`src/rtl/ldfmt_pkg.sv`:
```
package ldfmt_pkg;
    localparam int XLEN   = 64;
    localparam int BYTE_W = 8;
    localparam int SZ_W   = 2;

    typedef enum logic [SZ_W-1:0] {
        SZ_BYTE   = 2'd0,
        SZ_HALF   = 2'd1,
        SZ_WORD   = 2'd2,
        SZ_DOUBLE = 2'd3
    } size_e;
endpackage

```
`src/rtl/ldfmt_swap.sv`:
```
// Byte-lane reversal of a right-aligned field; one network per access size.
module ldfmt_swap #(
    parameter int DATA_W = ldfmt_pkg::XLEN,
    parameter int BYTE_W = ldfmt_pkg::BYTE_W,
    parameter int SZ_W   = ldfmt_pkg::SZ_W
) (
    input  logic [DATA_W-1:0] din,
    input  logic [SZ_W-1:0]   size,
    input  logic              en,
    output logic [DATA_W-1:0] dout
);
    localparam int NB  = DATA_W / BYTE_W;
    localparam int NSZ = 1 << SZ_W;

    logic [NSZ-1:0][DATA_W-1:0] rev;

    for (genvar s = 0; s < NSZ; s++) begin : g_size
        localparam int LEN = ((1 << s) > NB) ? NB : (1 << s);
        for (genvar b = 0; b < NB; b++) begin : g_lane
            if (b < LEN) begin : g_in
                assign rev[s][b*BYTE_W +: BYTE_W] = din[(LEN-1-b)*BYTE_W +: BYTE_W];
            end else begin : g_out
                assign rev[s][b*BYTE_W +: BYTE_W] = '0;
            end
        end
    end

    assign dout = en ? rev[size] : din;
endmodule

```
`src/rtl/ldfmt_extend.sv`:
```
// Masks a right-aligned field to its size and fills the upper part.
module ldfmt_extend #(
    parameter int DATA_W = ldfmt_pkg::XLEN,
    parameter int BYTE_W = ldfmt_pkg::BYTE_W,
    parameter int SZ_W   = ldfmt_pkg::SZ_W
) (
    input  logic [DATA_W-1:0] din,
    input  logic [SZ_W-1:0]   size,
    input  logic              sext,
    output logic [DATA_W-1:0] dout
);
    localparam int NB = DATA_W / BYTE_W;

    logic [DATA_W-1:0] mask;
    logic              sgn;
    int unsigned       len;

    always_comb begin
        len  = 32'd1 << size;
        mask = '0;
        sgn  = 1'b0;
        for (int b = 0; b < NB; b++) begin
            if (b < int'(len)) mask[b*BYTE_W +: BYTE_W] = '1;
            if (b == int'(len) - 1) sgn = din[b*BYTE_W + BYTE_W - 1];
        end
        dout = (din & mask) | ((sext && sgn) ? ~mask : '0);
    end
endmodule

```
`src/rtl/ldfmt_check.sv`:
```
// Flags request combinations that have no defined result.
module ldfmt_check #(
    parameter int SZ_W = ldfmt_pkg::SZ_W
) (
    input  logic [SZ_W-1:0] size,
    input  logic            sext,
    input  logic            swap,
    output logic            illegal
);
    import ldfmt_pkg::*;
    assign illegal = sext && (swap || size == SZ_BYTE);
endmodule

```
`src/rtl/ldfmt_top.sv`:
```
module ldfmt_top #(
    parameter int DATA_W = ldfmt_pkg::XLEN,
    parameter int BYTE_W = ldfmt_pkg::BYTE_W,
    parameter int SZ_W   = ldfmt_pkg::SZ_W
) (
    input  logic              clk,
    input  logic              rst,
    input  logic              ld_valid,
    input  logic [SZ_W-1:0]   ld_size,
    input  logic              ld_sext,
    input  logic              ld_swap,
    input  logic [DATA_W-1:0] ld_data,
    output logic              res_valid,
    output logic              res_err,
    output logic [DATA_W-1:0] res_data
);
    import ldfmt_pkg::*;

    typedef struct packed {
        logic              valid;
        logic              err;
        logic [DATA_W-1:0] data;
    } stage_t;

    stage_t            st_d, st_q;
    logic [DATA_W-1:0] swapped;
    logic [DATA_W-1:0] extended;
    logic              illegal;

    ldfmt_swap #(.DATA_W(DATA_W), .BYTE_W(BYTE_W), .SZ_W(SZ_W)) u_swap (
        .din (ld_data),
        .size(ld_size),
        .en  (ld_swap),
        .dout(swapped)
    );

    ldfmt_extend #(.DATA_W(DATA_W), .BYTE_W(BYTE_W), .SZ_W(SZ_W)) u_ext (
        .din (swapped),
        .size(ld_size),
        .sext(ld_sext),
        .dout(extended)
    );

    ldfmt_check #(.SZ_W(SZ_W)) u_chk (
        .size   (ld_size),
        .sext   (ld_sext),
        .swap   (ld_swap),
        .illegal(illegal)
    );

    always_comb begin
        st_d       = '0;
        st_d.valid = ld_valid;
        if (ld_valid) begin
            st_d.err  = illegal;
            st_d.data = illegal ? '0 : extended;
        end
    end

    always_ff @(posedge clk) begin
        if (rst) st_q <= '0;
        else     st_q <= st_d;
    end

    assign res_valid = st_q.valid;
    assign res_err   = st_q.err;
    assign res_data  = st_q.data;

    AST_VALID_FOLLOWS: assert property (@(posedge clk) disable iff (rst)
        ld_valid |=> res_valid);
    AST_NO_SPURIOUS_VALID: assert property (@(posedge clk) disable iff (rst)
        !ld_valid |=> !res_valid);
    AST_ERR_NEEDS_VALID: assert property (@(posedge clk) disable iff (rst)
        res_err |-> res_valid);
    AST_ERR_ZERO_DATA: assert property (@(posedge clk) disable iff (rst)
        res_err |-> (res_data == '0));
    AST_RESET_CLEARS: assert property (@(posedge clk)
        rst |=> (!res_valid && !res_err));
    AST_WORD_ZERO_UPPER: assert property (@(posedge clk) disable iff (rst)
        (ld_valid && !ld_sext && ld_size == SZ_WORD) |=> (res_data[DATA_W-1:32] == '0));
    AST_HALF_SIGN_FILL: assert property (@(posedge clk) disable iff (rst)
        (ld_valid && ld_sext && !ld_swap && ld_size == SZ_HALF && ld_data[15])
        |=> (&res_data[DATA_W-1:16]));
endmodule

```
`config.mk`:
```
export PLATFORM = sky130hd
export DESIGN_NAME = ldfmt_top
export DESIGN_NICKNAME = d
export VERILOG_FILES = /design/src/rtl/ldfmt_pkg.sv /design/src/rtl/ldfmt_swap.sv /design/src/rtl/ldfmt_extend.sv /design/src/rtl/ldfmt_check.sv /design/src/rtl/ldfmt_top.sv
export SDC_FILE = /design/constraint.sdc
export NUM_CORES = 1
export LEC_CHECK = 0
export BUFFER_PORTS_ARGS = -buffer_cell sky130_fd_sc_hd__buf_2
export CAP_MARGIN = 15
export CELL_PAD_IN_SITES_DETAIL_PLACEMENT = 0
export CELL_PAD_IN_SITES_GLOBAL_PLACEMENT = 1
export CORE_ASPECT_RATIO = 0.6
export CORE_MARGIN = 2
export CORE_UTILIZATION = 26
export DETAILED_ROUTE_END_ITERATION = 10
export PLACE_DENSITY_LB_ADDON = 0.08
export SLEW_MARGIN = 10
export SYNTH_ARGS = -nofsm -noshare
export SYNTH_HDL_FRONTEND = slang
export SYNTH_SLANG_ARGS = --single-unit
```
`constraint.sdc`:
```
create_clock -name clk -period 1.6 [get_ports clk]
set_clock_uncertainty 0.15 [all_clocks]
set_input_delay 0.24 -clock clk [delete_from_list [all_inputs] [get_ports clk]]
set_output_delay 0.24 -clock clk [all_outputs]
set_load 0.1 [all_outputs]
```
==> results.txt, run 1 <==
STA classifies the critical path endpoint as a primary output. The filler cell count in the final layout is 1,242. The clock transition at the registers of the reported paths came out at 60 ps. The maximum root-to-sink buffer count is 2. The min-delay analysis places its worst path in the category in -> reg. The wire length of the first global-routing pass came out at 16.4 mm. For this configuration, the core starts out at a cell density of 0.265. Routability-driven placement finished with a final weighted congestion of 0.811.

The via count of the first global-routing pass came out at 2,793. The critical path goes through buf_2. The maximum VDD drop came out at 0.486 mV.

For this run, the slowest stage of the critical path takes 450 ps. After detailed routing, the average wire length per cell comes to 17.5 um. Wires add up to 11.3 mm. Setup violations remaining at the end of the flow were counted as 0. The measured slew at the worst slew-check pin is 497 ps. The number of violations reported at the end of detailed-routing iteration 0 came out at 176. Across all hold checks on the routed design, the worst slack comes to 58.1 ps. The total nets after synthesis is 388. The HPWL reported at the end of detailed placement is 8.88 mm. The residual antenna-violating net count after detailed routing came out at 0. After synthesis, the mean cell area works out to 10.0 sq um. For this run the aggregate overflow at the end of global routing stands at 0. After synthesis the cells add up to 0.00318 sq mm. The detailed-routing iteration count for the pre-antenna-repair pass came out at 4.

The critical path data required time came out at 1210 ps. The biggest fanout along the worst timing path came out at 1. The highest attainable clock frequency came out at 646 MHz.

Registers take 0.00132 sq mm. The share of the Yosys chip area taken by registers is 0.416. The leakage component of the power came out at 2.23 nW. The areal power density over the cells is 1130 mW/mm^2.

The switching share of power came out at 0.327. In the layout the commonest cells are buf_2 (135), dfxtp_1 (66), mux2i_1 (62), buf_4 (36). The count of final max-slew check failures is 0. TritonCTS built the clock tree. The quantity of I/O buffers inserted on ports is 136.

The die covers 0.0132 sq mm. The share of the clock period used by the worst path is 0.967. The total core area came out at 0.0120 sq mm.

The antenna diode count came out at 0. The relative area change from synthesis to final layout came out at 46.0%. The per-cell via count in the routed design is 4.65. The total via count after detailed routing is 2,992. The total clock sinks came out at 66.

The overall die width came out at 147 um. The routed design could run at a clock period as short as 1550 ps. The number of remaining DRC errors came out at 0. The instance count of the mapped netlist is 317.

The combinational group share of total power is 0.250. The initial antenna violation count came out at 0. The Yosys step of the flow raised 0 warnings. The share of total power dissipated in the clock network is 0.419.

The overall power of the completed layout is 0.00523 W. The area of combinational cells with multiple inputs is 0.00169 sq mm. The die boundary height came out at 89.6 um. Clock tree synthesis selected as its root buffer the cell clkbuf_16.

The largest net degree at the start of global routing came out at 52. The combined buffer and inverter count along the critical path came out at 1. The total number of placement rows came out at 31.

The number of nets at the end of the flow came out at 544. The I/O pin count is 137. Among all stages on the critical path, the largest delay is contributed by buf_2. The data arrival time of the critical path came out at 1160 ps.

The deepest level of the CTS H-tree is 3. The number of clock buffers inserted by TritonCTS is 9. Measured against its own limit, the worst slew margin works out to 0.671.

The register bit count reported by yosys came out at 66. The startpoint-to-endpoint class of the critical path is reg -> out. The number of maximum-capacitance violations is 0. The run finished with clean final reports. The hold violation total from the final report came to 0. The share of layout cells above drive strength 1 came out at 0.433. The count of different cell masters after synthesis is 36. The cell internal power dissipation is 0.00352 W. The overall global routing resource usage came out at 0.170.

Setup repair after global routing left no endpoint under its margin. Broken down by cell family, the worst path's largest delay share belongs to buffers and inverters. The sequential share of power is 0.331. The net switching power came out at 0.00171 W. The library cell used most frequently in the layout, excluding fill and tap cells, is buf_2. STA classifies the critical path startpoint as a flip-flop.
-- kinds of logic (layout without fill, tap and decap cells) --
group,Yosys count,in the layout,synth area share
multiplexers,70,70,0.248
AO/OA/AOI/OAI,88,88,0.196
AND/OR/NAND/NOR,56,56,0.0791
flip-flops,66,66,0.416
buffers and inverters,37,198,0.0610
-- layer usage --
layer,track usage,part of all wire,routed length [um],vias up
met5,0,0,0,-
met4,0.0494,0.016,176,0
met3,0.0500,0.062,700,15
met2,0.239,0.40,4450,100
met1,0.249,0.53,5930,1386
li1,-,-,-,1491
-- layout make-up --
type                       instances  area share
clock buffer                      11      0.0523
clock inverter                     5      0.0186
inverter                           4     0.00324
multi-input combinational        214       0.365
sequential                        66       0.285
tap                              165      0.0445
timing repair buffer             178       0.232
-- cell usage after synthesis (all sizes together) --
master / n / area [sq um]
o21ai: 5 / 28.8
a21oi: 26 / 141
dfxtp: 66 / 1320
a211oi: 32 / 240
o22ai: 1 / 6.26
nand3b: 1 / 7.51
a311oi: 1 / 8.76
nand3: 1 / 5.00
nor3b: 1 / 7.51
mux2i: 62 / 621
o311a: 1 / 11.3
and3: 1 / 6.26
a221oi: 7 / 61.3
clkbuf: 17 / 63.8
buf: 16 / 115
mux4: 7 / 158
o2111a: 1 / 11.3
nand4b: 1 / 8.76
nand2: 10 / 37.5
nor3: 1 / 5.00
o211ai: 7 / 52.6
and2: 2 / 12.5
or4b: 1 / 10.0
a21o: 1 / 7.51
mux2: 1 / 11.3
nor2: 33 / 126
nor2b: 3 / 18.8
nand2b: 1 / 6.26
inv: 4 / 15.0
o2bb2ai: 6 / 52.6
-- timing repair --
| action | CTS | global route |
|---|---|---|
| endpoints found under the hold margin | 1 | 0 |
| gates resized for setup | 0 | 2 |
| setup endpoints to repair | 0 | 3 |
| hold buffers | 1 | 0 |
| setup buffers | 0 | 0 |
-- tightest hold or removal path: stages --
cell and delay (ps):
buf_2 110, nand2_1 60, a311oi_1 80
-- state kept, by name, indices dropped and copies added (netlist names) --
name       cells
res_data      64
res_err        1
res_valid      1
-- power groups by stage --
stage / clock network, W / logic, W / registers [W]
CTS: 0.00224 / 0.00131 / 0.00173
global placement: 0 / 0.00131 / 0.00177
finish: 0.00219 / 0.00130 / 0.00173
detailed placement: 0 / 0.00130 / 0.00177
floorplan: 0 / 0.000405 / 0.00226
global route: 0.00231 / 0.00137 / 0.00174
-- per-stage QoR --
stage                     utilization  instances  setup WS [ps]  area [sq um]  setup TNS (ps)
after floorplan                     -        317           9.91          3190               0
after global placement          0.358        626           -262          4290          -13110
after detailed placement        0.358        626           -272          4290          -13140
after CTS                       0.386        643           42.8          4630               0
after global routing            0.387        643           12.1          4640               0
final                           0.387        643           52.3          4640               0
-- final timing paths --
path,startpoint,endpoint,slack (ps),cells past startpoint
max,res_data[41],res_data[41],50,1
min,ld_data[63],res_data[63],60,3
Power figures use the tool's default switching activity.
==> run 2: changes to the inputs <==
--- a/config.mk
+++ b/config.mk
@@ -5,7 +5,6 @@
 export SDC_FILE = /design/constraint.sdc
 export NUM_CORES = 1
 export LEC_CHECK = 0
-export BUFFER_PORTS_ARGS = -buffer_cell sky130_fd_sc_hd__buf_2
 export CAP_MARGIN = 15
 export CELL_PAD_IN_SITES_DETAIL_PLACEMENT = 0
 export CELL_PAD_IN_SITES_GLOBAL_PLACEMENT = 1
@@ -13,6 +12,7 @@
 export CORE_MARGIN = 2
 export CORE_UTILIZATION = 26
 export DETAILED_ROUTE_END_ITERATION = 10
+export DONT_BUFFER_PORTS = 1
 export PLACE_DENSITY_LB_ADDON = 0.08
 export SLEW_MARGIN = 10
 export SYNTH_ARGS = -nofsm -noshare
==> run 2 against run 1 <==
Compared with the run above:
- the flow now finishes with violations (setup timing)
- die area did not move
- sequential power about the same
- flip-flop and latch count is the same
- critical path depth increased by 2
- global-route usage rose by 1.5 points
- first-iteration DRC count down 32%
- clock-buffer cell count decreased by 1
- core utilization increased by 0.094 points
- sequential share of layout area down 0.069 points
- total power down 3.1%
==> results.txt, run 2 (same netlist as run 1, synthesis figures left out) <==
On the critical path, the stage with the largest delay is an instance of dlygate4sd3_1. The first global-routing pass estimated 17.8 mm of wire. The cell count of the worst hold path is 2. The top cell types in the final layout, fill and taps aside, are buf_4 (73), dfxtp_1 (66), mux2i_1 (62), dlygate4sd3_1 (48), nor2_1 (32). Dividing the final minimum period by the clock period gives 1.01. The final worst slack is -8.19 ps. In this run the power spent charging and discharging nets is 0.00158 W. The buffers inserted during post-CTS setup optimization came out at 0.

The run finished, with violations left. Clock-pin slew was measured on the worst setup and hold paths at 70 ps. The deepest level of the CTS H-tree is 3. The register with the most flip-flops in the layout has 64 of them.

The library cell used most frequently in the layout, excluding fill and tap cells, is buf_4. The area of combinational cells with multiple inputs came out at 0.00169 sq mm. The total clock sinks is 66. The number of nets at the end of the flow came out at 491. For this run, the total global-route usage over all layers was measured as 0.185. Setup repair after global routing left no endpoint under its margin. Entering global routing, the biggest net connects 75 pins. The total via count after detailed routing came out at 2,870. The fraction of the core area covered by cells at the end of the flow is 0.388.

In this run the static leakage power is 1.99 nW. For this design the top-level I/O count stands at 137. After layout, the minimum clock period comes to 1610 ps. The setup path with the least slack is of type in -> reg. The cell internal power dissipation is 0.00348 W. The data arrival time of the critical path is 1700 ps.

The most critical setup path has its startpoint at ld_swap. The per-cell via count in the routed design came out at 4.86. The root buffer cell chosen for the clock tree is clkbuf_16. The HPWL reported at the end of detailed placement came out at 8.18 mm. Buffers inserted during clock tree synthesis total 9. The final reports fail on setup timing. Based on the critical path, the design can be clocked at up to 622 MHz. Once placement finished, the instance area stood at 0.00383 sq mm. The biggest fanout along the worst timing path is 74. The die is 147 um wide.

The floorplan die area is 0.0132 sq mm. The relative area change from synthesis to final layout came out at 46.4%. The startpoint of the worst hold path is ld_data[17]. The switching share of power came out at 0.313. The clock tree from TritonCTS is yes. In the final layout, the share of cells above drive strength 1 is 0.247. The worst slew margin relative to its limit is 0.440. The antenna diode count came out at 0. The number of failing setup endpoints in the final timing report is 1.

The initial antenna violation count came to 0. The count of final max-slew check failures came out at 0. The areal power density over the cells came out at 1090 mW/mm^2.

Routability-driven placement finished with a final weighted congestion of 0.756. Buffers placed on the I/O ports in this run total 0. The hold violation total from the final report came out at 0. The residual antenna-violating net count after detailed routing came out at 0.

Summed over all layers, the global routing overflow is 0. The worst setup path is launched from a primary input. Of the total power, combinational logic draws 0.233. In this design, the stage delay of the slowest critical-path cell is 1020 ps. The via count of the first global-routing pass is 2,937. The floorplan has 31 rows. Counting along the longest clock path gives a buffer depth of 2.

Traced cell by cell, the critical path runs through dlygate4sd3_1, a21oi_1, a211oi_1. The area of all placed cells without fillers came out at 0.00465 sq mm. The die boundary height came out at 89.6 um. The number of maximum-capacitance violations is 0.

The filler cell count in the final layout came out at 1,210. The clock network fraction of total power came out at 0.424. OpenSTA, run right after detailed placement, puts the worst setup slack at -169 ps.

The number of violations reported at the end of detailed-routing iteration 0 came out at 120. Of the total power, registers draw 0.343. STA classifies the critical path endpoint as a flip-flop. The routed design has 12.3 mm of wire. Across the whole layout, storage elements account for 0.00132 sq mm. The overall power of the completed layout is 0.00506 W.

The maximum VDD drop came out at 0.494 mV. The first detailed-routing pass took 4 iterations. The critical path data required time came out at 1690 ps. For this run, design rule violations remaining after detail routing come to 0. The initial core utilization is 0.265. The smallest hold slack came out at 4.81 ps. After detailed routing, the average wire length per cell comes to 20.8 um.

The tightest min-delay check is of the in -> reg type. The measured slew at the worst slew-check pin is 840 ps. The region available for standard cell placement spans 0.0120 sq mm.
## run 2: cell count changes in the layout (fill, tap and decap cells not counted), moves of 3 or more
| cell | change |
|---|---|
| buf_2 | -135 |
| dlygate4sd3_1 | +47 |
| buf_4 | +37 |
| buf_12 | -3 |
## run 2: power groups by stage
| stage | combinational [W] | sequential, W | clock (W) |
|---|---|---|---|
| 3_5_place_dp | 0.00105 | 0.00177 | 0 |
| 6_report | 0.00118 | 0.00174 | 0.00215 |
| 2_1_floorplan | 0.000405 | 0.00226 | 0 |
| 3_3_place_gp | 0.00105 | 0.00177 | 0 |
| 4_1_cts | 0.00118 | 0.00174 | 0.00220 |
| 5_1_grt | 0.00124 | 0.00174 | 0.00228 |
## run 2: metrics by stage
stage | setup TNS [ps] | instances
after detailed placement | -4980 | 525
after floorplan | 0 | 317
after CTS | 0 | 588
after global placement | -4500 | 525
after global routing | 0 | 590
final | -8.19 | 590
## run 2: worst paths after layout
kind	to	slack, ps
worst max-delay path	res_data[7]	-8
worst min-delay path	res_data[41]	5
## run 2: metal layers
layer | track usage | part of all wire
met5 | 0 | 0
met2 | 0.285 | 0.43
met3 | 0.0545 | 0.058
met1 | 0.255 | 0.50
met4 | 0.0530 | 0.0099
## run 2: layout make-up
cell class / instances / area share
Clock buffer: 10 / 0.0492
Clock inverter: 6 / 0.0194
Inverter: 4 / 0.00323
Multi-Input combinational cell: 214 / 0.363
Sequential cell: 66 / 0.284
Tap cell: 165 / 0.0444
Timing Repair Buffer: 125 / 0.237
## run 2: repair_timing
item,4_1_cts,5_1_grt
hold buffers,47,2
gates resized for setup,0,2
endpoints found under the hold margin,43,2
setup endpoints to repair,0,7
## run 2: critical path, delay by kind of cell
kind	cells	cell delay, ps
buffers and inverters	1	1020
AO/OA/AOI/OAI	2	400
==> run 3: changes to the inputs <==
==> constraint.sdc (replaced) <==
create_clock -name clk -period 2.1 [get_ports clk]
set_clock_uncertainty 0.15 [all_clocks]
set_input_delay 0.315 -clock clk [delete_from_list [all_inputs] [get_ports clk]]
set_output_delay 0.315 -clock clk [all_outputs]
set_load 0.1 [all_outputs]
==> run 3 against run 2 <==
Compared with the run above:
- the run now ends clean
- first-iteration DRC count grew 54%
- sequential power fell by 24%
- non-clock buffer count decreased by 49
- critical path depth rose by 2
- worst hold slack better by 7.2 ps
- flip-flop and latch count did not move
- worst setup slack improved by 440 ps
- largest cell class unchanged
- largest power group unchanged
==> results.txt, run 3 (same netlist as run 1, synthesis figures left out) <==
The floorplan die area came out at 0.0132 sq mm. The hold violation total from the final report came out at 0. The worst setup path is launched from a primary input. The detailed-routing iteration count for the pre-antenna-repair pass came out at 5.

The number of non-filler instances in the completed layout came out at 541. The residual antenna-violating net count after detailed routing is 0. The total grt overflow came out at 0. The category of the worst setup path capture point is a flip-flop.

The buffers inserted during post-CTS setup optimization is 0. For this block, the routed nets add up to 11.6 mm of wire. TritonCTS built the clock tree. By startpoint and endpoint, the worst setup path is classified as in -> reg. The HPWL reported at the end of detailed placement came out at 8.13 mm.

The initial core utilization is 0.265. The highest attainable clock frequency came out at 601 MHz. The area used by sequential logic in the layout came out at 0.00132 sq mm. Clock-pin slew was measured on the worst setup and hold paths at 60 ps. Once placement finished, the instance area stood at 0.00375 sq mm. The number of clock buffers inserted by TritonCTS came out at 9. The die is 89.6 um tall. In this run the worst hold path is classified as in -> reg. The total via count after detailed routing is 2,659. The flip-flop count of the largest register, all copies and words added is 64. The via count of the first global-routing pass is 2,575.

The number of remaining DRC errors is 0. Setup repair after global routing left no endpoint under its margin. The tightest hold path in the finished design has a slack of 12.0 ps.

The worst-case IR drop observed on VDD is 0.459 mV. The overall global routing resource usage came out at 0.176. The post-layout minimum cycle time is 1660 ps. The run finished with clean final reports.

Counting along the longest clock path gives a buffer depth of 2. Counting tap cells, the placed design contains a total of 519 instances. The I/O pin count is 137. The placer's final routability congestion estimate is 0.744. The data arrival time of the critical path is 1740 ps. Compared with the post-synthesis result, the final layout area differs by 30.4%. The library cells used most frequently in the layout, excluding fill and tap cells, are buf_4 (69), dfxtp_1 (66), mux2i_1 (62), nor2_1 (32), a211oi_1 (32). The cell sitting at the root of the clock tree is a clkbuf_16. The number of maximum-capacitance violations is 0. The antenna diode count is 0.

The count of final max-slew check failures came out at 0. The total clock sinks is 66. In this run the tightest slew margin relative to its limit is 0.555. The first routing iteration left 185 violations.

For the pin with the worst max-slew slack, the measured transition is 665 ps. The H-tree generated during clock tree synthesis spans 3 levels. The quantity of gates resized following cts is 0. In this run the power density over the cells is 925 mW/mm^2.

The biggest fanout along the worst timing path is 64. The count of buffers added on input and output ports is 0. The number of nets at the end of the flow came out at 442.

The initial antenna violation count was 0. The share of layout cells above drive strength 1 came out at 0.258. The largest net degree at the start of global routing is 85. The critical path data required time came out at 2170 ps. The worst hold endpoint is res_data[0]. The overall die width is 147 um. The per-cell via count in the routed design came out at 4.91. Setup violations remaining at the end of the flow were counted as 0. The library cell used most frequently in the layout, excluding fill and tap cells, is buf_4. The floorplan step defined a core boundary enclosing 0.0120 sq mm.

In this run the static leakage power is 1.77 nW. In the final layout, the multi-input gates occupy 0.00167 sq mm. The wire length of the first global-routing pass came out at 16.8 mm. The count of hold buffers inserted by post-cts repair came out at 6. The worst hold path passes through 2 cells.

The per-cell routed wire length came out at 21.4 um. Of the available clock period, the critical path in the final layout requires 0.793. Summed over all failing endpoints, the final setup total negative slack is 0 ps. The filler cell count in the final layout is 1,245. The area of all placed cells without fillers came out at 0.00415 sq mm.

The total number of placement rows came out at 31. The startpoint of the worst hold path is ld_data[0].
-- run 3: changes by cell type in the layout (fill, tap and decap cells not counted), moves of 2 or more --
cell           delta
dlygate4sd3_1    -42
buf_4             -4
clkinv_2          +2
buf_12            -2
-- run 3: report_power, final --
| group | leakage, nW | switching, W | internal, W | total, W |
|---|---|---|---|---|
| logic | 1.07 | 0.000568 | 0.000221 | 0.000789 |
| clock network | 0.166 | 0.000570 | 0.00115 | 0.00172 |
| registers | 0.538 | 0.0000185 | 0.00131 | 0.00132 |
-- run 3: critical path, cell delays in order --
cell,delay [ps]
dlygate4sd3_1,540
nor2b_1,270
o21ai_4,100
buf_12,220
nor2_1,280
-- run 3: metal layers --
layer | part of all wire | vias to the layer above | wire length, um | GRT usage
li1 | - | 1287 | - | -
met1 | 0.51 | 1257 | 5870 | 0.255
met2 | 0.41 | 103 | 4780 | 0.246
met3 | 0.064 | 12 | 739 | 0.0551
met4 | 0.015 | 0 | 171 | 0.0591
met5 | 0 | - | 0 | 0
-- run 3: worst max-delay path by stage --
stage,cells after the start,endpoint,slack (ps),startpoint
global route,5,res_data[10],370,rst
CTS,5,res_data[15],450,rst
global placement,5,res_data[44],290,ld_swap
finish,5,res_data[10],440,rst
detailed placement,5,res_data[54],250,ld_swap
floorplan,5,res_data[32],380,ld_swap
-- run 3: through the flow --
step / power [W] / util / setup slack (ps)
global route: 0.00398 / 0.346 / 369
detailed placement: 0.00213 / 0.313 / 247
finish: 0.00384 / 0.346 / 435
CTS: 0.00389 / 0.346 / 450
global placement: 0.00213 / 0.313 / 287
floorplan: 0.00203 / - / 383
-- run 3: final cells by class --
cell class / instances / share of cell area
multi-input cells: 214 / 0.403
flip-flops and latches: 66 / 0.319
repair buffers: 76 / 0.144
clock buffers: 10 / 0.0552
well taps: 165 / 0.0498
clock inverters: 6 / 0.0254
inverters: 4 / 0.00362
